## src/rtl/slice_pkg.sv

```systemverilog
package slice_pkg;
    typedef enum logic {
        ST_FAST = 1'b0,
        ST_SLOW = 1'b1
    } sched_state_t;
endpackage

```

## src/rtl/slice_counter.sv

```systemverilog
module slice_counter #(
    parameter int CNT_W = 24
) (
    input  logic             clk,
    input  logic             rst_n,
    input  logic             step_i,
    input  logic [CNT_W-1:0] limit_i,
    output logic [CNT_W-1:0] elapsed_o,
    output logic             hit_o
);
    logic [CNT_W-1:0] elapsed_q;
    logic [CNT_W:0]   next_cnt;

    assign next_cnt  = {1'b0, elapsed_q} + 1'b1;
    assign hit_o     = step_i && (next_cnt >= {1'b0, limit_i});
    assign elapsed_o = elapsed_q;

    always_ff @(posedge clk) begin
        if (!rst_n) begin
            elapsed_q <= '0;
        end else if (hit_o) begin
            elapsed_q <= '0;
        end else if (step_i) begin
            elapsed_q <= next_cnt[CNT_W-1:0];
        end
    end

    // without a strobe the count holds
    a_r7_count_hold: assert property (@(posedge clk) disable iff (!rst_n)
        !step_i |=> $stable(elapsed_q));
endmodule

```

## src/rtl/slice_budget_calc.sv

```systemverilog
module slice_budget_calc #(
    parameter int CNT_W   = 24,
    parameter int DRIFT_W = 32,
    parameter int SLICE   = 2048
) (
    input  logic                      to_slow_i,
    input  logic signed [DRIFT_W-1:0] drift_i,
    input  logic [CNT_W-1:0]          elapsed_i,
    output logic signed [DRIFT_W-1:0] drift_o,
    output logic [CNT_W-1:0]          budget_o
);
    localparam int PAD = DRIFT_W - CNT_W - 1;
    localparam logic signed [DRIFT_W-1:0] MAX_BUDGET = DRIFT_W'((64'd1 << CNT_W) - 1);

    logic signed [DRIFT_W-1:0] used;
    logic signed [DRIFT_W-1:0] cand;
    logic [CNT_W:0]            used_raw;

    assign used_raw = {1'b0, elapsed_i} + 1'b1;
    assign used     = $signed({{PAD{1'b0}}, used_raw});

    always_comb begin
        if (to_slow_i) begin
            drift_o = drift_i + used;
            cand    = drift_o >>> 1;
        end else begin
            drift_o = drift_i - (used <<< 1);
            cand    = drift_o + DRIFT_W'(SLICE);
        end
        if (cand < 1) begin
            budget_o = CNT_W'(1);
        end else if (cand > MAX_BUDGET) begin
            budget_o = MAX_BUDGET[CNT_W-1:0];
        end else begin
            budget_o = cand[CNT_W-1:0];
        end
    end
endmodule

```

## src/rtl/slice_arbiter.sv

```systemverilog
module slice_arbiter #(
    parameter int CNT_W   = 24,
    parameter int DRIFT_W = 32,
    parameter int SLICE   = 2048
) (
    input  logic                      clk,
    input  logic                      rst_n,
    input  logic                      step_i,
    output logic [1:0]                core_sel_o,
    output logic [CNT_W-1:0]          budget_o,
    output logic signed [DRIFT_W-1:0] drift_o,
    output logic                      handover_o
);
    import slice_pkg::*;

    sched_state_t              state_q, state_d;
    logic [CNT_W-1:0]          budget_q;
    logic signed [DRIFT_W-1:0] drift_q;
    logic                      handover_q;
    logic [CNT_W-1:0]          elapsed;
    logic                      hit;
    logic signed [DRIFT_W-1:0] drift_nx;
    logic [CNT_W-1:0]          budget_nx;

    slice_counter #(.CNT_W(CNT_W)) u_cnt (
        .clk       (clk),
        .rst_n     (rst_n),
        .step_i    (step_i),
        .limit_i   (budget_q),
        .elapsed_o (elapsed),
        .hit_o     (hit)
    );

    slice_budget_calc #(.CNT_W(CNT_W), .DRIFT_W(DRIFT_W), .SLICE(SLICE)) u_calc (
        .to_slow_i (state_q == ST_FAST),
        .drift_i   (drift_q),
        .elapsed_i (elapsed),
        .drift_o   (drift_nx),
        .budget_o  (budget_nx)
    );

    always_comb begin
        state_d = state_q;
        unique case (state_q)
            ST_FAST: if (hit) state_d = ST_SLOW;   // T_TO_SLOW
            ST_SLOW: if (hit) state_d = ST_FAST;   // T_TO_FAST
        endcase
    end

    always_ff @(posedge clk) begin
        if (!rst_n) state_q <= ST_FAST;
        else        state_q <= state_d;
    end

    always_ff @(posedge clk) begin
        if (!rst_n) begin
            drift_q    <= '0;
            budget_q   <= CNT_W'(SLICE);
            handover_q <= 1'b0;
        end else begin
            handover_q <= hit;
            if (hit) begin
                drift_q  <= drift_nx;
                budget_q <= budget_nx;
            end
        end
    end

    always_comb begin
        unique case (state_q)
            ST_FAST: core_sel_o = 2'b01;
            ST_SLOW: core_sel_o = 2'b10;
        endcase
    end

    assign budget_o   = budget_q;
    assign drift_o    = drift_q;
    assign handover_o = handover_q;


    a_r2_onehot: assert property (@(posedge clk) disable iff (!rst_n)
        $countones(core_sel_o) == 1);

    a_r6_pulse_on_change: assert property (@(posedge clk) disable iff (!rst_n)
        handover_o |-> (core_sel_o != $past(core_sel_o)));

    a_r7_idle_no_switch: assert property (@(posedge clk) disable iff (!rst_n)
        !step_i |=> (!handover_o && $stable(core_sel_o)));

    a_r8_budget_min: assert property (@(posedge clk) disable iff (!rst_n)
        budget_o != '0);

    a_r9_steady_in_slice: assert property (@(posedge clk) disable iff (!rst_n)
        !handover_o |-> ($stable(drift_o) && $stable(budget_o)));
endmodule

```

## config.mk

```make
export PLATFORM = sky130hd
export DESIGN_NAME = slice_arbiter
export DESIGN_NICKNAME = d
export VERILOG_FILES = /design/src/rtl/slice_pkg.sv /design/src/rtl/slice_counter.sv /design/src/rtl/slice_budget_calc.sv /design/src/rtl/slice_arbiter.sv
export SDC_FILE = /design/constraint.sdc
export NUM_CORES = 1
export LEC_CHECK = 0
export ABC_AREA = 1
export BUFFER_PORTS_ARGS = -buffer_cell sky130_fd_sc_hd__buf_2
export CAP_MARGIN = 40
export CORE_ASPECT_RATIO = 1.4
export CORE_MARGIN = 2
export CORE_UTILIZATION = 64
export CTS_BUF_LIST = sky130_fd_sc_hd__clkbuf_4 sky130_fd_sc_hd__clkbuf_8
export DETAILED_ROUTE_END_ITERATION = 12
export PLACE_DENSITY_LB_ADDON = 0.08
export SETUP_SLACK_MARGIN = 0.02
export SYNTH_ARGS = -nofsm -noshare
export SYNTH_HDL_FRONTEND = slang
export SYNTH_SLANG_ARGS = --single-unit
```

## constraint.sdc

```tcl
create_clock -name clk -period 5.35 [get_ports clk]
set_input_delay 1.07 -clock clk [delete_from_list [all_inputs] [get_ports clk]]
set_output_delay 1.07 -clock clk [all_outputs]
set_load 0.02 [all_outputs]
```

# == After elaboration in Yosys (flattened, before gate mapping) ==
# Cells that the tools add are included.
# word_totals
reg_bits,82
in_bits,3
output_inout_bits,59
elab_cells,24
# op_classes
add_sub_neg,4
order_cmp,3
mux,8
n_bitwise,2
reduce_logical,2
# op_table
op,count
32-bit 2-to-1 mux,2
24-bit 2-to-1 mux,2
32-bit by 13-bit adder with 32-bit output (second input constant),1
32-bit by 26-bit adder with 32-bit output,1
32-bit by 25-bit greater-than comparator with 1-bit output (second input constant),1
32-bit by 2-bit < comparator with 1-bit output (second input constant),1
32-bit by 27-bit subtractor with 32-bit output,1
24-bit by 1-bit adder with 25-bit output (second input constant),1
25-bit by 24-bit >= comparator with 1-bit output,1
2-bit one-hot mux with 2 select lines,1
1-bit 2-to-1 mux,2
1-bit inverter,2
1-bit one-hot mux with 2 select lines,1
2-bit OR reduction,1
1-bit logical AND,1

# == Depth between registers and ports, before layout ==
# Gate-level depths: netlist of run 1.
# depth
ltp_word,7
ltp_mapped,35
depth_no_buf,34

# == By module ==
# A second synthesis of run 1 with hierarchy kept.
# unflattened
hier_cells,1994
hier_area_um2,10913.0
# modules_own_cells
module,n_inst,cells_each,area_per_inst_um2,seq_area_each_um2
slice_budget_calc,1,1268,6228.5,0.0
slice_arbiter,1,364,2378.5,1161.1
slice_counter,1,362,2306.0,480.5

# == Worst setup path before layout of run 1 ==
# Ideal clock, no wire load.
# synth_timing
kind,flip-flop to flip-flop
from,register u_cnt.elapsed_q[0] (netlist: u_cnt.elapsed_o[0])
to,register budget_q[14] (netlist: budget_o[14])
setup_time_ps,112
arrival_time_ps,3785
required_time_ps,5238
path_slack_ps,1453
stages_incl_launch_ff,34
n_path_buf,1
period_less_slack_ps,3897
path_cell_list,dfxtp_1 > ha_1 > xor2_1 > inv_1 > ha_1 > a21o_1 > nand2_1 > nand3_1 > nand3_1 > a21boi_1 > nand3_1 > nand2_1 > nand2_1 > nand2_2 > ha_1 > nand2_1 > nand2_1 > inv_1 > nand3_1 > nor3_1 > nand3_1 > nor2_1 > nand2_1 > nor2_1 > nand2_1 > nor2_1 > nand3_1 > nor2_1 > nand3_2 > nand2_2 > nor2_4 > buf_6 > nand2_1 > nand2_1
# synth_between
elab_chain_len,7
elab_cells_between_ends,11
cone_classes,add/sub: 4; order compare: 3; mux: 3; reduce/logical: 1
# synth_rtl
element,line,source
start: declaration,slice_counter.sv:11,logic [CNT_W-1:0] elapsed_q;
start signal: assignment,slice_counter.sv:24,elapsed_q <= next_cnt[CNT_W-1:0];
24-bit by 1-bit adder with 25-bit output *,slice_budget_calc.sv:19,"assign used_raw = {1'b0, elapsed_i} + 1'b1;"
via u_calc.used_raw[2],slice_budget_calc.sv:17,logic [CNT_W:0] used_raw;
32-bit by 27-bit subtractor with 32-bit output,slice_budget_calc.sv:27,drift_o = drift_i - (used <<< 1);
32-bit by 13-bit adder with 32-bit output,slice_budget_calc.sv:28,cand = drift_o + DRIFT_W'(SLICE);
32-bit 2-to-1 mux,slice_budget_calc.sv:23,if (to_slow_i) begin
32-bit by 25-bit greater-than comparator with 1-bit output,slice_budget_calc.sv:32,end else if (cand > MAX_BUDGET) begin
24-bit 2-to-1 mux,slice_budget_calc.sv:32,
24-bit 2-to-1 mux,slice_budget_calc.sv:30,if (cand < 1) begin
end signal: assignment,slice_arbiter.sv:58,budget_q <= CNT_W'(SLICE);
end signal: assignment,slice_arbiter.sv:64,budget_q <= budget_nx;
end: declaration,slice_arbiter.sv:17,logic [CNT_W-1:0] budget_q;
# The timed path passes the listed nets; every way through them passes the cells marked *.
# A chain may end at the register's enable or synchronous reset.

# == Final worst setup path of run 1 ==
# layout_timing
from,register u_cnt.elapsed_q[2] (netlist: u_cnt.elapsed_o[2])
to,register budget_q[15] (netlist: budget_o[15])
# Same word-level chain as after synthesis.

==> impl_results.md, run 1 <==
- Cts hold-fix bufs: 0
- Peak Freq: 203 MHz
- CTS resizes: 0
- GRT overflow: 0
- Final nets: 1777
- Synth cell types: 50
- Top cells by area, synth: nand2_1 24%, dfxtp_1 18%, nand3_1 8.6%
- Power per cell area: 731 nW/um2
- Switching power: ~0.0046 W
- Combinational fraction of design power: 79.8%
- Final WL: about 35000 um
- Seq/Total Area, Yosys: 17.7%
- DRT antenna net count: 0
- Min-delay worst type: reg2reg
- Die ar.: around 15000 um2
- CP Capture Type: flip-flop
- TritonCTS Buffers: 9
- Mapped cell area: 9260 um2
- Clock Path Buffers: 2
- Final hold vios: 0
- Setup_tns: 0 ns
- Largest area contributor in the synthesized netlist: nand2_1
- Clk_lat worst skew: 0.40 ns
- Worst-path maximum fanout: 14
- Setup crit start: u_cnt.elapsed_o[2]
- Clock transition at path regs: 0.10 ns
- Number of max-cap violations: 0
- DR vias/cell: 5.90
- Fraction of layout cells with a size suffix above 1: between 10% and 20%
- Total global-route track usage: 44.3%
- CTS tree: done
- Global-route wire length before repair: around 54000 um
- Setup WS pre-CTS: approximately 0.27 ns
- Setup Crit Path Kind: reg2reg
- Placer Congestion: 1.04
- Drt first pass iters: 6
- Startpoint Class: flip-flop
- Int Pwr: about 0.0026 W
- DP Cell Count: 1896
- IO buf count: just over 60
- Synth top area share: ~24%
- Initial Utilization: 64.7%
- Die H: 146 um
- LEAKAGE: 5.50 nW
- Worst slew margin: 56.6%
- WL per Instance: 18.0 um
- EDFF count, synth: 0
- Prevailing post-synth register cell: dfxtp_1
- HPWL Detailed: around 27000 um
- Num ports: 62
- Antenna cells: 0
- Post-synthesis net count: 1729
- Setup violators final: 0
- Total number of vias: 11292
- Initial antenna violation count: 0
- Asr flop ratio synth: 0%
- Most common cell after layout, fill and taps aside: nand2_1
- Placed Area: 9720 um2
- Max incr delay on CP: between 0.6 and 0.7 ns
- Syn_area_per_cell: 5.54 um2
- Unrepaired setup endpoints after global routing: no
- Drt first-iter violations: around 980
- Clock network power share: 6.4%
- Setup ws final: 0.420 ns
- Data arrival time of the worst path: 5.23 ns
- Tightest Pin Transition: about 0.64 ns
- CTS H-tree depth: 3
- Tot Pwr: 0.00726 W
- Largest net degree at the start of global routing: 51
- CP most frequent cell: nand2_1
- Hold path start: budget_o[21]
- Slowest CP cell: dfxtp_1
- Cells after synthesis: 1671
- CP Data Required Time: 5.65 ns
- Pins over their slew limit: 0
- Sw Share: 63.7%
- Clock sinks: 82
- Yosys reg bits: 82
- Core Area: 14300 um2
- Maximum VDD drop: 0.000457 V
- Sequential Power Share: 13.8%
- DRC Markers: 0
- Final instance area: 9940 um2
- Die span in x: 106 um
- Vias in the first global route: 10658
- Most frequent cells in the layout: 601 x nand2_1, 202 x inv_1, 173 x nor2_1, 160 x nand3_1, 81 x dfxtp_1
- Row count: 52
- Syn-to-layout area delta: 7.28%
- Postcts setup bufs: 0
- RR Startpoint: u_cnt.elapsed_o[2]
- Outcome: complete, no violations
- Root buffer cell: clkbuf_8
- Finished Layout Cells: 1913
- Syn. warnings: 0
- Min Tclk post-route: 4.93 ns
- Final worst-path cycle share: 92.1%
- Worst Skew: 0.0165 ns
[cell usage after synthesis (4+ instances only)]
| master | n |
|---|---|
| buf_4 | 5 |
| nor2_2 | 25 |
| inv_2 | 6 |
| xnor2_1 | 4 |
| clkbuf_1 | 22 |
| xor2_1 | 9 |
| o21ai_0 | 79 |
| nor3_1 | 6 |
| o22ai_1 | 5 |
| nor4_1 | 8 |
| nand2_1 | 601 |
| nand3_1 | 160 |
| o21a_1 | 4 |
| o21ai_1 | 5 |
| a22o_1 | 5 |
| nor2_1 | 175 |
| or2_2 | 4 |
| dfxtp_1 | 82 |
| nand3_2 | 6 |
| a21oi_1 | 78 |
| nand4_1 | 29 |
| nand3b_1 | 8 |
| nor2_4 | 9 |
| a211oi_1 | 21 |
| inv_1 | 202 |
| nand2_2 | 28 |
| ha_1 | 53 |
[through the flow]
step / hold slack, ns / util, %
6_report: 0.476 / 69.4
5_1_grt: 0.482 / 69.4
2_1_floorplan: 0.467 / -
4_1_cts: 0.475 / 69.1
3_5_place_dp: 0.460 / 67.9
3_3_place_gp: 0.456 / 67.9
[metal layers]
metal	share of wire, %	track usage [%]	up-vias
met1	35	46.0	5042
li1	-	-	5481
met3	6.8	6.43	193
met5	0	0	-
met2	46	75.3	576
met4	11	42.2	0
[power groups by stage]
stage	clock network, W	logic, W	registers (W)
floorplan	0	0.00400	0.00110
global placement	0	0.00552	0.000998
detailed placement	0	0.00559	0.00100
CTS	0.000459	0.00563	0.000988
global route	0.000483	0.00642	0.00101
finish	0.000467	0.00579	0.00100
[layout make-up]
type,instances,area (um2)
Fill cell,1407,4380
Tap cell,189,236
Clock buffer,9,124
Timing Repair Buffer,69,378
Sequential cell,82,1640
Multi-Input combinational cell,1348,6720
Clock inverter,7,52.6
Inverter,209,785
[path summary, 6_finish.rpt]
| kind | endpoint | slack (ns) | cells after the start |
|---|---|---|---|
| worst max-delay path | budget_o[15] | 0.42 | 31 |
| worst max register to register | budget_o[15] | 0.42 | 31 |
| worst min register to register | budget_o[21] | 0.48 | 2 |
| worst min-delay path | budget_o[21] | 0.48 | 2 |
[logic make-up (layout without fill, tap and decap cells)]
family                   after synthesis  in the layout  synth area share, %
buffers and inverters                242            294                 10.3
adder cells (fa/ha/maj)               55             55                 7.59
XOR/XNOR                              14             14                 1.40
flip-flops                            82             82                 17.7
AO/OA/AOI/OAI                        213            213                 13.1
AND/OR/NAND/NOR                     1065           1066                 49.9
[registers in the layout, indices dropped and copies added (netlist names)]
signal           cells
drift_o             32
budget_o            24
u_cnt.elapsed_o     24
handover_o           1
state_q              1
[worst max-delay path: cells and delay by family (launching register included)]
kind                       cells  cell delay, ns
adders and majority gates      1            0.24
DFF                            1            0.62
buffers and inverters          1            0.10
AOI/OAI and AO/OA              1            0.28
and+or+nand+nor               28            3.59
Note: power is estimated with default switching activity, not from simulation.
==> run 2: changes to the inputs <==
Settings changed: CORE_UTILIZATION 64 to 65, SYNTH_HIERARCHICAL set to 1.
==> impl_results.md, run 2 <==
- Die ar.: 17900 um2 (+15%)
- Synth cell types: 48 (-4.0%)
- EDFF count, synth: 0 (unchanged)
- Prevailing post-synth register cell: dfxtp_1
- Hold slack final: 0.490 ns (+0.0138 ns)
- Drt first-iter violations: 1484 (+51%)
- Die H: 157 um (+7.5%)
- WL per Instance: 16.8 um (-7.1%)
- HPWL Detailed: 30200 um (+11%)
- Global-route wire length before repair: 57000 um (+6.3%)
- Drt first pass iters: 7 (+1)
- Startpoint Class: flip-flop
- Final hold vios: 0 (unchanged)
- Setup WS pre-CTS: -0.123 ns (-0.393 ns)
- Setup ws final: 0.117 ns (-0.303 ns)
- Max reg flops: 32 (unchanged)
- TritonCTS Buffers: 9 (unchanged)
- IO buf count: 61 (unchanged)
- Max incr delay on CP: 0.58 ns (-0.04 ns)
- Synth top area share: 22.2% (-2.1 points)
- Antenna cells: 0 (unchanged)
- CP most frequent cell: nand2_1
- Critical path endpoint: budget_o[14]
- Cells after synthesis: 1994 (+19%)
- Worst Skew: 0.00964 ns (-0.00682 ns)
- Compound-Gate Fraction of Synth Area: 7.89% (-5.2 points)
- Seq/Total Area, Yosys: 15.0% (-2.7 points)
- Num ports: 62 (unchanged)
- FILL cells: 1453 (+3.3%)
- Largest area contributor in the synthesized netlist: nand2_1
- Data arrival time of the worst path: 5.51 ns (+0.28 ns)
- Initial antenna violation count: 0 (unchanged)
- Post-synthesis simple-gate area fraction: 49.5% (-0.48 points)
- Most frequent cells in the layout: 632 x nand2_1, 319 x inv_1, 258 x nor2_1, 114 x nand3_1, 81 x dfxtp_1
- Multiplexer share of the synthesized area: 0.550% (+0.55 points)
- Asr flop ratio synth: 0% (unchanged)
- Syn. warnings: 6 (+6)
- Worst slew margin: 44.5% (-12 points)
- Syn_area_per_cell: 5.47 um2 (-1.3%)
- DRC Markers: 0 (unchanged)
- Yosys reg bits: 82 (unchanged)
- Clock transition at path regs: 0.10 ns (about the same)
- Synth Area in XOR/XNOR: 3.20% (+1.8 points)
- Post-synthesis net count: 2077 (+20%)
- Top cells by area, synth: nand2_1 22%, dfxtp_1 15%, inv_1 11%
- Final worst-path cycle share: 97.8% (+5.7 points)
- Reg2reg setup slack: 0.12 ns (-0.30 ns)
- Synth Area in Adders: 9.31% (+1.7 points)
- Vias in the first global route: 11571 (+8.6%)
- Reg2reg path depth: 32 (+3.2%)
- DP Cell Count: 2258 (+19%)
- Finished Layout Cells: 2295 (+20%)
- Total global-route track usage: 40.8% (-3.5 points)
- RR Startpoint: u_cnt/elapsed_o[0]
- Most frequent cell after synthesis: nand2_1
- Placer Congestion: 1.03 (-0.74%)
- Clk_lat worst skew: 0.38 ns (-0.02 ns)
- Final WL: 38500 um (+11%)
- DRT antenna net count: 0 (unchanged)
- Most common cell after layout, fill and taps aside: nand2_1
- Total number of vias: 13042 (+15%)
- CP Data Required Time: 5.63 ns (-0.02 ns)
- Tightest Pin Transition: 0.828 ns (+0.184 ns)
- Setup Crit Path Kind: reg2reg
- Initial Utilization: 65.7% (+1.0 points)
- Core Area: 16600 um2 (+16%)
- Fraction of layout cells with a size suffix above 1: 17.5% (+7.1 points)
- Setup violators final: 0 (unchanged)
- Syn-to-layout area delta: 14.1%
- Clock sinks: 82 (unchanged)
- Min Tclk post-route: 5.23 ns (+0.303 ns)
- Min-delay worst type: reg2reg
- Setup crit start: u_cnt/elapsed_o[0]
- Clock Path Buffers: 2 (unchanged)
- CTS tree: done
- Final nets: 2170 (+22%)
- Largest net degree at the start of global routing: 56 (+9.8%)
- Largest family of logic cells by synthesized area: simple AND/OR/NAND/NOR gates
- CTS H-tree depth: 3 (unchanged)
- RR Endpoint: budget_o[14]
- Mapped cell area: 10900 um2 (+18%)
- Number of max-cap violations: 0 (unchanged)
- Worst-path maximum fanout: 9 (-5)
- Row count: 56 (+7.7%)
- Slowest CP cell: or4_4
- GRT overflow: 0 (unchanged)
- Root buffer cell: clkbuf_8
- Pins over their slew limit: 0 (unchanged)
- Peak Freq: 191 MHz (-5.8%)
- CP Capture Type: flip-flop
- Die span in x: 114 um (+7.4%)
- DR vias/cell: 5.68 (-3.7%)
- Top cells by count, synth: 646 x nand2_1, 322 x inv_1, 283 x nor2_1, 122 x nand3_1, 82 x dfxtp_1
- Outcome: complete, no violations
==> run 2: changes by cell type after synthesis, sizes merged, moves of 19 or more <==
| cell | before | now |
|---|---|---|
| buf | 11 | 30 |
| nand3 | 167 | 131 |
| xor2 | 10 | 34 |
| o21ai | 85 | 58 |
| nor2 | 210 | 337 |
| ha | 53 | 78 |
| nand2 | 630 | 680 |
| inv | 208 | 346 |
| a211oi | 21 | 0 |
==> run 2: logic make-up after synthesis <==
logic type | count (synthesis)
AOI/OAI and AO/OA | 157
xor gates and xnor gates | 39
adders and majority gates | 80
buffers and inverters | 392
DFF | 82
muxes | 6
and+or+nand+nor | 1238
==> run 2: critical path: cells and delay by family, from the launching register on <==
kind / cells / cell delay (ns)
flops: 1 / 0.35
simple gates: 24 / 3.53
buf+inv: 5 / 0.60
fa+ha+maj: 2 / 0.51
xor+xnor: 1 / 0.15
==> run 2: what timing repair did <==
action,4_1_cts,5_1_grt
setup endpoints to repair,24,24
pin swaps,0,35
buffers inserted,0,20
hold endpoints to repair,0,0
gates cloned,0,1
gates resized for setup,7,117
hold buffers,0,0
==> run 2: final cells by class <==
class	instances	area [um2]	area share, %
clock inverters	6	71.3	0.573
inverters	351	1320	10.6
clock buffers	10	131	1.05
multi-input cells	1520	8220	66.0
flip-flops and latches	82	1640	13.2
repair buffers	123	817	6.56
well taps	203	254	2.04
==> run 2: worst min path at each step <==
stage	slack, ns	startpoint	end	cells past startpoint
floorplan	0.48	state_q	state_q	2
global placement	0.47	budget_o[2]	budget_o[2]	2
detailed placement	0.48	budget_o[21]	budget_o[21]	2
CTS	0.49	budget_o[21]	budget_o[21]	2
global route	0.52	budget_o[1]	budget_o[1]	2
finish	0.49	budget_o[21]	budget_o[21]	2
==> run 2: metal layers <==
metal / wire (um) / track usage, % / vias up
li1: - / - / 6325
met1: 14100 / 45.8 / 5875
met2: 19000 / 73.5 / 675
met3: 2950 / 4.81 / 167
met4: 2430 / 24.2 / 0
met5: 0 / 0 / -
==> run 2: stage by stage <==
stage	util [%]	TNS, ns	instance area, um2
CTS	70.9	0	11800
global placement	69.5	0	11500
global route	75.0	-2.65	12500
detailed placement	69.5	-1.80	11500
floorplan	-	0	10900
finish	75.0	0	12500
Power of run 2 is left out: the tool's default activity adds up to more than one toggle a clock period on the data nets, which glitch-free logic cannot reach.
==> run 3: changes to the inputs <==
Settings changed: CORE_UTILIZATION 65 to 59.
Clock period 5.35 ns to 4.5 ns, I/O delays scaled along.
==> impl_results.md, run 3 (synthesis gave the netlist of run 2 again) <==
- Outcome: finished with violations
- Failing checks: setup timing
- Final nets: 2376 (+9.5%)
- Final worst-path cycle share: 112% (+14 points)
- Peak Freq: 198 MHz (+3.6%)
- Antenna cells: 0 (unchanged)
- Met3 wire length: 3760 um (+27%)
- Fraction of layout cells with a size suffix above 1: 30.5% (+13 points)
- WL met1: 15900 um (+13%)
- CP Data Required Time: 4.79 ns (-0.84 ns)
- Metal2 WL: 21100 um (+11%)
- Clock Path Buffers: 2 (unchanged)
- Worst-path maximum fanout: 5 (-4)
- Clk_lat worst skew: 0.39 ns (about the same)
- Die span in x: 119 um (+4.8%)
- Core Area: 18100 um2 (+8.8%)
- Setup Crit Path Kind: reg2reg
- Min Tclk post-route: 5.05 ns (-0.182 ns)
- Reg area: 1650 um2 (+0.61%)
- Final instance area: 15000 um2 (+20%)
- Initial Utilization: 60.4% (-5.3 points)
- HPWL Detailed: 30800 um (+2.0%)
- Hold slack final: 0.500 ns (+0.0101 ns)
- Root buffer cell: clkbuf_8
- Total global-route track usage: 41.0% (+0.23 points)
- Syn-to-layout area delta: 37.1%
- CTS H-tree depth: 3 (unchanged)
- FILL cells: 1280 (-12%)
- TritonCTS Buffers: 9 (unchanged)
- Num ports: 62 (unchanged)
- Placed Area: 12900 um2 (+12%)
- Placer Congestion: 1.08 (+4.4%)
- CP Capture Type: flip-flop
- Max incr delay on CP: 0.38 ns (-0.20 ns)
- WL per Instance: 17.5 um (+4.4%)
- Min-delay worst type: reg2reg
- DRT antenna net count: 0 (unchanged)
- Drt first pass iters: 6 (-1)
- Number of max-cap violations: 0 (unchanged)
- Tightest Pin Transition: 0.854 ns (+0.0266 ns)
- Slowest CP cell: dfxtp_4
- DRC Markers: 0 (unchanged)
- Clock transition at path regs: 0.11 ns (about the same)
- Row count: 58 (+3.6%)
- Unrepaired setup endpoints after global routing: yes
- Vias in the first global route: 13033 (+13%)
- DR vias/cell: 5.64 (-0.81%)
- CTS tree: done
- Final hold vios: 0 (unchanged)
- Die H: 165 um (+4.8%)
- Max reg flops: 32 (unchanged)
- Pins over their slew limit: 0 (unchanged)
- Drt first-iter violations: 1535 (+3.4%)
- Data arrival time of the worst path: 5.34 ns (-0.17 ns)
- GRT overflow: 0 (unchanged)
- Most common cell after layout, fill and taps aside: nand2_1
- IO buf count: 61 (unchanged)
- Global-route wire length before repair: 63300 um (+11%)
- Top sig layer: met4
- Area of the multi-input gates: 9010 um2 (+9.7%)
- Startpoint Class: flip-flop
- Worst Skew: 0.0155 ns (+0.00582 ns)
- Initial antenna violation count: 0 (unchanged)
- Worst slew margin: 42.7% (-1.8 points)
- Clock sinks: 82 (unchanged)
- Die ar.: 19600 um2 (+9.8%)
- Largest net degree at the start of global routing: 56 (unchanged)
- Total number of vias: 14306 (+9.7%)
- Final WL: 44400 um (+15%)
- Setup violators final: 24 (+24)
- Most frequent cells in the layout: 577 x nand2_1, 303 x inv_1, 244 x buf_4, 233 x nor2_1, 102 x nand3_1
- Setup ws final: -0.551 ns (-0.668 ns)
==> run 3: layout make-up <==
class                           count  area share, %
Multi-Input combinational cell   1523           60.2
Sequential cell                    82           11.1
Inverter                          351           8.90
Clock inverter                      7          0.552
Tap cell                          240           2.01
Timing Repair Buffer              326           16.4
Clock buffer                        9          0.828
==> run 3: layer usage <==
layer | track usage (%) | vias up
met2 | 72.8 | 835
met4 | 27.2 | 0
met1 | 45.6 | 6479
met5 | 0 | -
met3 | 5.84 | 249
li1 | - | 6743
==> run 3: what timing repair did <==
| item | CTS | global route |
|---|---|---|
| gates resized for setup | 122 | 223 |
| endpoints found under the hold margin | 0 | 0 |
| endpoints found under the setup margin | 25 | 26 |
| pin swaps | 14 | 106 |
| cloned | 4 | 1 |
| hold buffers | 0 | 0 |
| setup buffers | 26 | 22 |
==> run 3: path summary, 6_finish.rpt <==
kind / startpoint / end / slack (ns) / cells past startpoint
max: u_cnt/elapsed_o[2] / budget_o[5] / -0.55 / 34
min: budget_o[18] / budget_o[18] / 0.50 / 2
max reg2reg: u_cnt/elapsed_o[2] / budget_o[5] / -0.55 / 34
min reg2reg: budget_o[18] / budget_o[18] / 0.50 / 2
==> run 3: per-stage QoR <==
stage / cells / TNS, ns / utilization [%] / setup slack (ns)
2_1_floorplan: 1994 / 0 / - / 0.0604
3_5_place_dp: 2471 / -13.63 / 71.6 / -0.613
6_report: 2538 / -11.35 / 82.8 / -0.551
3_3_place_gp: 2471 / -11.33 / 71.6 / -0.511
5_1_grt: 2538 / -15.93 / 82.8 / -0.717
4_1_cts: 2517 / -4.16 / 77.3 / -0.216
==> run 3: worst max-delay path, delay by kind of cell, from the launching register on <==
kind                       cells  cell delay, ns
buffers and inverters          9            0.94
DFF                            1            0.38
adders and majority gates      1            0.31
xor gates and xnor gates       2            0.46
AOI/OAI and AO/OA              4            0.64
and+or+nand+nor               18            2.22
Power of run 3 is left out for the same reason.
